<file path="src/rtl/e1_slot_router.sv">
module e1_slot_router #(
  parameter int SLOTS = 32,
  parameter int DW = 8,
  parameter int SW = $clog2(SLOTS)
) (
  input  logic          clk,
  input  logic          rst_n,
  input  logic          cfg_we,
  input  logic [SW-1:0] cfg_addr,
  input  logic [4:0]    cfg_wdata,
  input  logic          tst_sel,
  input  logic          msg_we,
  input  logic [SW-1:0] msg_addr,
  input  logic [DW-1:0] msg_wdata,
  input  logic [SW-1:0] cap_addr,
  output logic [DW-1:0] cap_rdata,
  input  logic          sys_in_vld,
  input  logic [SW-1:0] sys_in_slot,
  input  logic [DW-1:0] sys_in_data,
  input  logic          line_in_vld,
  input  logic [SW-1:0] line_in_slot,
  input  logic [DW-1:0] line_in_data,
  output logic          tx_vld,
  output logic [SW-1:0] tx_slot,
  output logic [DW-1:0] tx_data,
  output logic          sys_out_vld,
  output logic [SW-1:0] sys_out_slot,
  output logic [DW-1:0] sys_out_data,
  output logic          prbs_gen_req,
  input  logic [DW-1:0] prbs_gen_byte,
  output logic          prbs_chk_vld,
  output logic [DW-1:0] prbs_chk_byte
);
  localparam int C_MSG = 4;
  localparam int C_RLP = 3;
  localparam int C_SLP = 2;
  localparam int C_TTS = 1;
  localparam int C_RTS = 0;

  logic [4:0]    ctl     [SLOTS];
  logic [DW-1:0] msg_mem [SLOTS];
  logic [DW-1:0] cap_mem [SLOTS];
  logic [DW-1:0] lpb_mem [SLOTS];
  logic [2:0]    mw_tx   [SLOTS];
  logic [2:0]    mw_rx   [SLOTS];

  function automatic logic [7:0] tone(input logic [2:0] i);
    case (i[1:0])
      2'd0, 2'd3: tone = {i[2], 7'h34};
      default:    tone = {i[2], 7'h21};
    endcase
  endfunction

  logic          tx_loop, tx_test, tx_tone, rx_tone, rx_chk;
  logic [DW-1:0] rl_byte, ll_byte, tx_next, rx_next;

  assign tx_loop = ctl[sys_in_slot][C_RLP];
  assign tx_test = !tx_loop && ctl[sys_in_slot][C_TTS];
  assign tx_tone = tx_test && tst_sel;
  assign prbs_gen_req = sys_in_vld && tx_test && !tst_sel;
  assign rx_tone = ctl[line_in_slot][C_RTS] && tst_sel;
  assign rx_chk  = ctl[line_in_slot][C_RTS] && !tst_sel;

  assign rl_byte = (line_in_vld && line_in_slot == sys_in_slot) ? line_in_data : cap_mem[sys_in_slot];
  assign ll_byte = (sys_in_vld && sys_in_slot == line_in_slot) ? sys_in_data : lpb_mem[line_in_slot];
  assign cap_rdata = cap_mem[cap_addr];

  always_comb begin
    if (tx_loop)                      tx_next = rl_byte;
    else if (tx_test && !tst_sel)     tx_next = prbs_gen_byte;
    else if (tx_tone)                 tx_next = DW'(tone(mw_tx[sys_in_slot]));
    else if (ctl[sys_in_slot][C_MSG]) tx_next = msg_mem[sys_in_slot];
    else                              tx_next = sys_in_data;
  end

  always_comb begin
    if (rx_tone)                        rx_next = DW'(tone(mw_rx[line_in_slot]));
    else if (ctl[line_in_slot][C_SLP])  rx_next = ll_byte;
    else                                rx_next = line_in_data;
  end

  always_ff @(posedge clk) begin
    if (msg_we) msg_mem[msg_addr] <= msg_wdata;
    if (line_in_vld) cap_mem[line_in_slot] <= line_in_data;
    if (sys_in_vld) lpb_mem[sys_in_slot] <= sys_in_data;
  end

  always_ff @(posedge clk) begin
    if (!rst_n) begin
      for (int i = 0; i < SLOTS; i++) begin
        ctl[i]   <= '0;
        mw_tx[i] <= '0;
        mw_rx[i] <= '0;
      end
      tx_vld        <= 1'b0;
      tx_slot       <= '0;
      tx_data       <= '0;
      sys_out_vld   <= 1'b0;
      sys_out_slot  <= '0;
      sys_out_data  <= '0;
      prbs_chk_vld  <= 1'b0;
      prbs_chk_byte <= '0;
    end else begin
      if (cfg_we) ctl[cfg_addr] <= cfg_wdata;
      if (sys_in_vld && tx_tone) mw_tx[sys_in_slot] <= mw_tx[sys_in_slot] + 3'd1;
      if (line_in_vld && rx_tone) mw_rx[line_in_slot] <= mw_rx[line_in_slot] + 3'd1;
      tx_vld <= sys_in_vld;
      if (sys_in_vld) begin
        tx_slot <= sys_in_slot;
        tx_data <= tx_next;
      end
      sys_out_vld  <= line_in_vld;
      prbs_chk_vld <= line_in_vld && rx_chk;
      if (line_in_vld) begin
        sys_out_slot  <= line_in_slot;
        sys_out_data  <= rx_next;
        prbs_chk_byte <= line_in_data;
      end
    end
  end
endmodule


</file>
<file path="config.mk">
export PLATFORM = sky130hd
export DESIGN_NAME = e1_slot_router
export DESIGN_NICKNAME = d
export VERILOG_FILES = /design/src/rtl/e1_slot_router.sv
export SDC_FILE = /design/constraint.sdc
export NUM_CORES = 1
export LEC_CHECK = 0
export BUFFER_PORTS_ARGS = -buffer_cell sky130_fd_sc_hd__buf_4
export CORE_MARGIN = 2
export CORE_UTILIZATION = 45
export CTS_CLUSTER_DIAMETER = 120
export CTS_CLUSTER_SIZE = 12
export DETAILED_ROUTE_END_ITERATION = 10
export PLACE_DENSITY = 0.68
export REMOVE_ABC_BUFFERS = 1
export SLEW_MARGIN = 40
export SYNTH_ARGS = -nofsm -noshare
export SYNTH_HDL_FRONTEND = slang
export SYNTH_SLANG_ARGS = --single-unit
export TNS_END_PERCENT = 10
</file>
<file path="constraint.sdc">
create_clock -name clk -period 4.3 [get_ports clk]
set_input_delay 0.43 -clock clk [delete_from_list [all_inputs] [get_ports clk]]
set_output_delay 0.43 -clock clk [all_outputs]
set_load 0.1 [all_outputs]
</file>
* Word-level counts from Yosys, hierarchy flattened
Memories as Yosys holds them, arrays and structs flattened. Cells that the tools add are included. W data, S select, Z words.
Storage, ports and cells: register bits after elaboration 37, memory bits (writable) 1120, bits of input ports 69, output and inout bits 46, memories kept 6
Operators by class: add/sub/neg operators 2, equal/unequal tests 4, mux-type cells 35, reduce and logical (&&, ||, !) cells 21
Memory list:
- cap_mem | depth 32, width 8, rd ports 2, clocked after memory_dff 0, wr ports 1, RTL line 42 | logic [DW-1:0] cap_mem [SLOTS];
- lpb_mem | depth 32, width 8, rd ports 1, clocked after memory_dff 0, wr ports 1, RTL line 43 | logic [DW-1:0] lpb_mem [SLOTS];
- msg_mem | depth 32, width 8, rd ports 1, clocked after memory_dff 0, wr ports 1, RTL line 41 | logic [DW-1:0] msg_mem [SLOTS];
- ctl | depth 32, width 5, rd ports 2, clocked after memory_dff 0, wr ports 32, RTL line 40 | logic [4:0] ctl [SLOTS];
- mw_rx | depth 32, width 3, rd ports 1, clocked after memory_dff 0, wr ports 32, RTL line 45 | logic [2:0] mw_rx [SLOTS];
- mw_tx | depth 32, width 3, rd ports 1, clocked after memory_dff 0, wr ports 32, RTL line 44 | logic [2:0] mw_tx [SLOTS];
Operator list (number):
- $mux W8 | 8
- $mux W5 | 6
- $mux W1 | 19
- $logic_and A1 B1 Y1 | 12
- $eq A5 B5 Y1 | 2
- $add A3 B1 Y3 const B | 2
- $mux W3 | 2
- $reduce_or A3 Y1 | 2
- $reduce_or A5 Y1 | 1
- $eq A2 B2 Y1 const B | 2
- $logic_not A2 Y1 | 2
- $reduce_or A2 Y1 | 2
- $logic_not A1 Y1 | 2

* Logic depth before layout (Yosys ltp)
An unclocked memory read counts as a cell.
word-level depth 10, mapped depth 18, depth with buffers taken out 11

* Worst setup path after synthesis
OpenSTA, ideal clock, no wires.
kind input -> register, from in sys_in_slot[1], to reg tx_data[2], library setup time 0.071 ns, arrival time 3.666 ns, data required time 4.229 ns, path slack 0.563 ns, stages 18, path buffers 9, cells stage by stage buf_2 > buf_4 > buf_4 > buf_4 > buf_4 > buf_2 > buf_2 > buf_2 > mux4_2 > a22oi_1 > nand4_1 > ha_1 > clkbuf_1 > nor2_1 > a21o_1 > a21oi_1 > a221o_1 > a21oi_1
On the way: cells in the longest elaborated chain, start to end 7, elaborated cells between the ends (all ways) 19, those cells by class eq/ne (2); mux (6); reduce/logical (7); memory (4)
RTL lines:
- start: declaration | RTL line 18 | input logic [SW-1:0] sys_in_slot,
- $mem_v2 Z32 W3 or $mem_v2 Z32 W5 (tied branches)
- $eq A2 B2 Y1 (tied with other cells) | RTL line 48 | case (i[1:0])
- $reduce_or A2 Y1 or $logic_and A1 B1 Y1 (tied branches) | RTL line 48, 58
- $mux W5 or $logic_and A1 B1 Y1 (tied branches) | RTL line 48, 59
- $mux W8 | RTL line 71 | else if (tx_tone) tx_next = DW'(tone(mw_tx[sys_in_slot]));
- $mux W8 | RTL line 70 | else if (tx_test && !tst_sel) tx_next = prbs_gen_byte;
- $mux W8 * | RTL line 69 | if (tx_loop) tx_next = rl_byte;
- end signal: assignment | RTL line 110 | tx_data <= tx_next;
- end: declaration | RTL line 25 | output logic [DW-1:0] tx_data,
Mark *: on every way between the ends. The rest lies on a longest branch, timed or not. A chain may end at the register's enable or synchronous reset.

* Worst setup path after layout
from in sys_in_slot[0], to out prbs_gen_req
On the way: cells in the longest elaborated chain, start to end 5
RTL lines:
- $mem_v2 Z32 W5 *
- $logic_not A1 Y1 | RTL line 58 | assign tx_test = !tx_loop && ctl[sys_in_slot][C_TTS];
- $logic_and A1 B1 Y1 * | RTL line 58
- $logic_and A1 B1 Y1 * (2 in series) | RTL line 60 | assign prbs_gen_req = sys_in_vld && tx_test && !tst_sel;
- end: declaration | RTL line 29 | output logic prbs_gen_req,
Marked as above.

==> metrics.md <==
| Metric | Value |
|---|---|
| Post-synth EDFFs | 1120 |
| Starting DRC count in detailed routing | 4004 |
| GR Util All Layers | 0.2493 |
| Top-area cell type share of the netlist area | 0.6739 |
| Placed instance count | 4531 |
| CP max stage delay | 490 ps |
| R2R depth | 9 |
| Vias per cell | 6.263 |
| Worst hold path class | input pin to flip-flop |
| Final hold slack | 139.5 ps |
| Crit path launch type | input pin |
| Max Freq | 0.2755 GHz |
| Comb pwr share | 0.092 |
| CTS tree | built |
| Leak pwr | 18.36 nW |
| Crit path DAT | 3200 ps |
| Peak VDD IR | 384.4 µV |
| Wire length per cell | 30.08 µm |
| Yosys reg bits | 1157 |
| Final Skew | 35.67 ps |
| Final net count | 3224 |
| Total Neg Setup Slack | 0 ps |
| Hold Vio Cnt, Final | 0 |
| Status | finished clean |
| Min-delay src | tst_sel |
| Post-synth top area cell | edfxtp_1 |
| CP Max Fanout | 42 |
| FF-to-FF Start | ctl[22][3]$_SDFFCE_PN0P_ |
| Internal | 18.01 mW |
| WHS Endpoint | prbs_chk_vld$_SDFF_PN0_ |
| Finished Layout Cells | 4727 |
| DRC | 0 |
| Register area share after synthesis | 0.6888 |
| Clock group share of total power | 0.374 |
| Antenna viol nets, final | 0 |
| Period utilisation layout | 0.8442 |
| # rows | 122 |
| Worst Setup Path Type | input pin to output pin |
| WP buf/inv | 3 |
| Slew Viols, Final | 0 |
| Slew Limit Headroom | 0.4098 |
| R2R setup slack | 1370 ps |
| Worst flop-to-flop path endpoint | mw_tx[19][0]$_SDFFCE_PN0P_ |
| CP most frequent cell | buf_4 |
| RSZ-0062 raised after global routing | no |
| Final min period | 3630 ps |
| Crit. End Element | output pin |
| Placed wire-length estimate | 94620 µm |
| Reg power frac | 0.534 |
| Die X | 337.0 µm |
| Ranking of synthesized cells by area | edfxtp_1 (67%), mux4_2 (11%), mux2i_1 (4.9%) |
| Share of cells above drive strength 1 | 0.2027 |
| Initial antenna violation count | 2 |
| # setup viols final | 0 |
| Clk Latency, worst-skew pair | 720 ps |
| Net Switching | 5.826 mW |
| Mean post-synth cell area | 16.40 µm² |
| Root Buffer | clkbuf_16 |
| Fraction of registers with async set/reset | 0 |
| Cell Area, Synth | 49900 µm² |
| Total power | 23.84 mW |
| Worst EP required | 3870 ps |
| Pin count of the biggest net entering global routing | 122 |
| Cell Pwr Density | 427.0 nW/µm² |
| Netlist cell types | 75 |
| # clock sinks | 1157 |
| Detailed Routing Iterations Pass 1 | 6 |
| First-pass GRT wire length | 202900 µm |
| Worst-margin pin slew | 876.1 ps |
| Cell family with most CP delay | simple AND/OR/NAND/NOR gates |
| Total global routing overflow | 0 |
| Worst Hold Path Cells | 2 |
| Switching Fraction | 0.2444 |
| Routed Wire Length | 142200 µm |
| Max cap viols | 0 |
| Die area | 113600 µm² |
| Fillers | 9018 |
| Vias | 29607 |
| Hold bufs inserted after CTS | 0 |
| H-tree levels | 3 |
| # Post-CTS Setup Buffers | 0 |
| GPL Wtd Cong | 0.9195 |
| Port bufs | 114 |
| Num CTS Buffers | 106 |
| Core box area | 110400 µm² |
| Initial Util | 0.4522 |
| Area grow syn2layout | 11.86% |
| Commonest cells after routing, fill and taps aside | edfxtp_1 (1120), nor2_1 (326), mux4_2 (245), mux2i_1 (245), buf_4 (218) |
| Critical path depth | 9 |
| Clock slew seen by the registers of the worst setup and hold paths | 60 ps |
| Main synth FF type | edfxtp_1 |
| Most common cell after layout, fill and taps aside | edfxtp_1 |
| Max Root-Sink Buffers | 3 |
| Mapped Cells | 3043 |
| Ports | 115 |
| Die Ht | 337.0 µm |
| Post-CTS sizing | 0 |
| Vias in the first global route | 28716 |
| CP max-delay cell | or4_1 |
| Ys Warns | 0 |
| Critical-path cell list | buf_6 > or4_1 > o22ai_1 > nor4_1 > nand2_1 > buf_4 > nor2_1 > and3_1 > buf_4 |
[power groups by stage]
stage	logic, mW	clock network (mW)	registers [mW]
floorplan	0.920	0	13.1
global placement	2.13	0	13.0
detailed placement	2.15	0	13.0
CTS	2.16	8.98	12.7
global route	2.27	9.39	12.7
finish	2.19	8.92	12.7
[state kept, by name (all words and copies together) (netlist names), 8 cells and up]
register / cells
msg_mem: 256
mw_rx: 96
cap_mem: 256
prbs_chk_byte: 8
tx_data: 8
sys_out_data: 8
mw_tx: 96
lpb_mem: 256
ctl: 160
[per-layer routing]
metal	GRT usage	vias to the layer above	wire [µm]
met4	0.09271	2	5713
met5	0	-	9
li1	-	12302	-
met3	0.05366	306	15490
met1	0.3529	15180	56060
met2	0.3808	1817	64930
[metrics by stage]
step                setup slack (ps)  cell area, µm²  utilization
floorplan                      896.7           48860            -
global placement               607.4           52580       0.4765
detailed placement             608.6           52600       0.4766
CTS                            726.3           55750       0.5051
global route                   540.6           55820       0.5058
finish                         670.0           55820       0.5058
[worst max-delay path by stage]
stage	startpoint	to	slack, ps
finish	sys_in_slot[0]	prbs_gen_req	670
global route	sys_in_slot[0]	prbs_gen_req	540
CTS	ctl[20][3]$_SDFFCE_PN0P_	prbs_gen_req	730
detailed placement	sys_in_slot[1]	tx_data[4]$_SDFFE_PN0P_	610
global placement	sys_in_slot[1]	tx_data[4]$_SDFFE_PN0P_	610
floorplan	line_in_slot[4]	mw_rx[13][0]$_SDFFCE_PN0P_	900
[cells by family (layout without fill, tap and decap cells)]
| kind of cell | after synthesis | in the layout | synth area share |
|---|---|---|---|
| flops | 1157 | 1157 | 0.6888 |
| simple gates | 753 | 753 | 0.07564 |
| mux | 512 | 512 | 0.1647 |
| compound gates | 369 | 369 | 0.04729 |
| buf+inv | 243 | 437 | 0.02189 |
| xor+xnor | 7 | 7 | 0.001229 |
| fa+ha+maj | 2 | 2 | 0.0005014 |
| other cells | 0 | 2 | 0 |
[synth_stat cells (all sizes together), types with 6 or more instances]
cell       n
a211oi     7
nand3     26
o221ai     7
dfxtp     37
or3b       7
clkbuf   120
mux2      22
nand3b    17
o21ai    121
a22o      13
nand2b     6
mux4     245
buf      110
nand4b     7
nor3      48
o22ai    116
mux2i    245
a31oi      7
a21oi     14
a221oi     9
nor2     345
nor4      17
a22oi     47
inv       12
nand2     61
xor2       6
or3        8
edfxtp  1120
and2     160
nand4     17
[area by class of cell]
type                    count  area (µm²)  area share
multi-input cells        1643       14500      0.2598
clock inverters             7       167.7    0.003003
inverters                  13       48.80   0.0008741
clock buffers             185        2980     0.05339
repair buffers            232        1884     0.03375
flip-flops and latches   1157       34370      0.6157
well taps                1488        1862     0.03335
diodes                      2       5.005  0.00008965
Power figures use the tool's default switching activity.
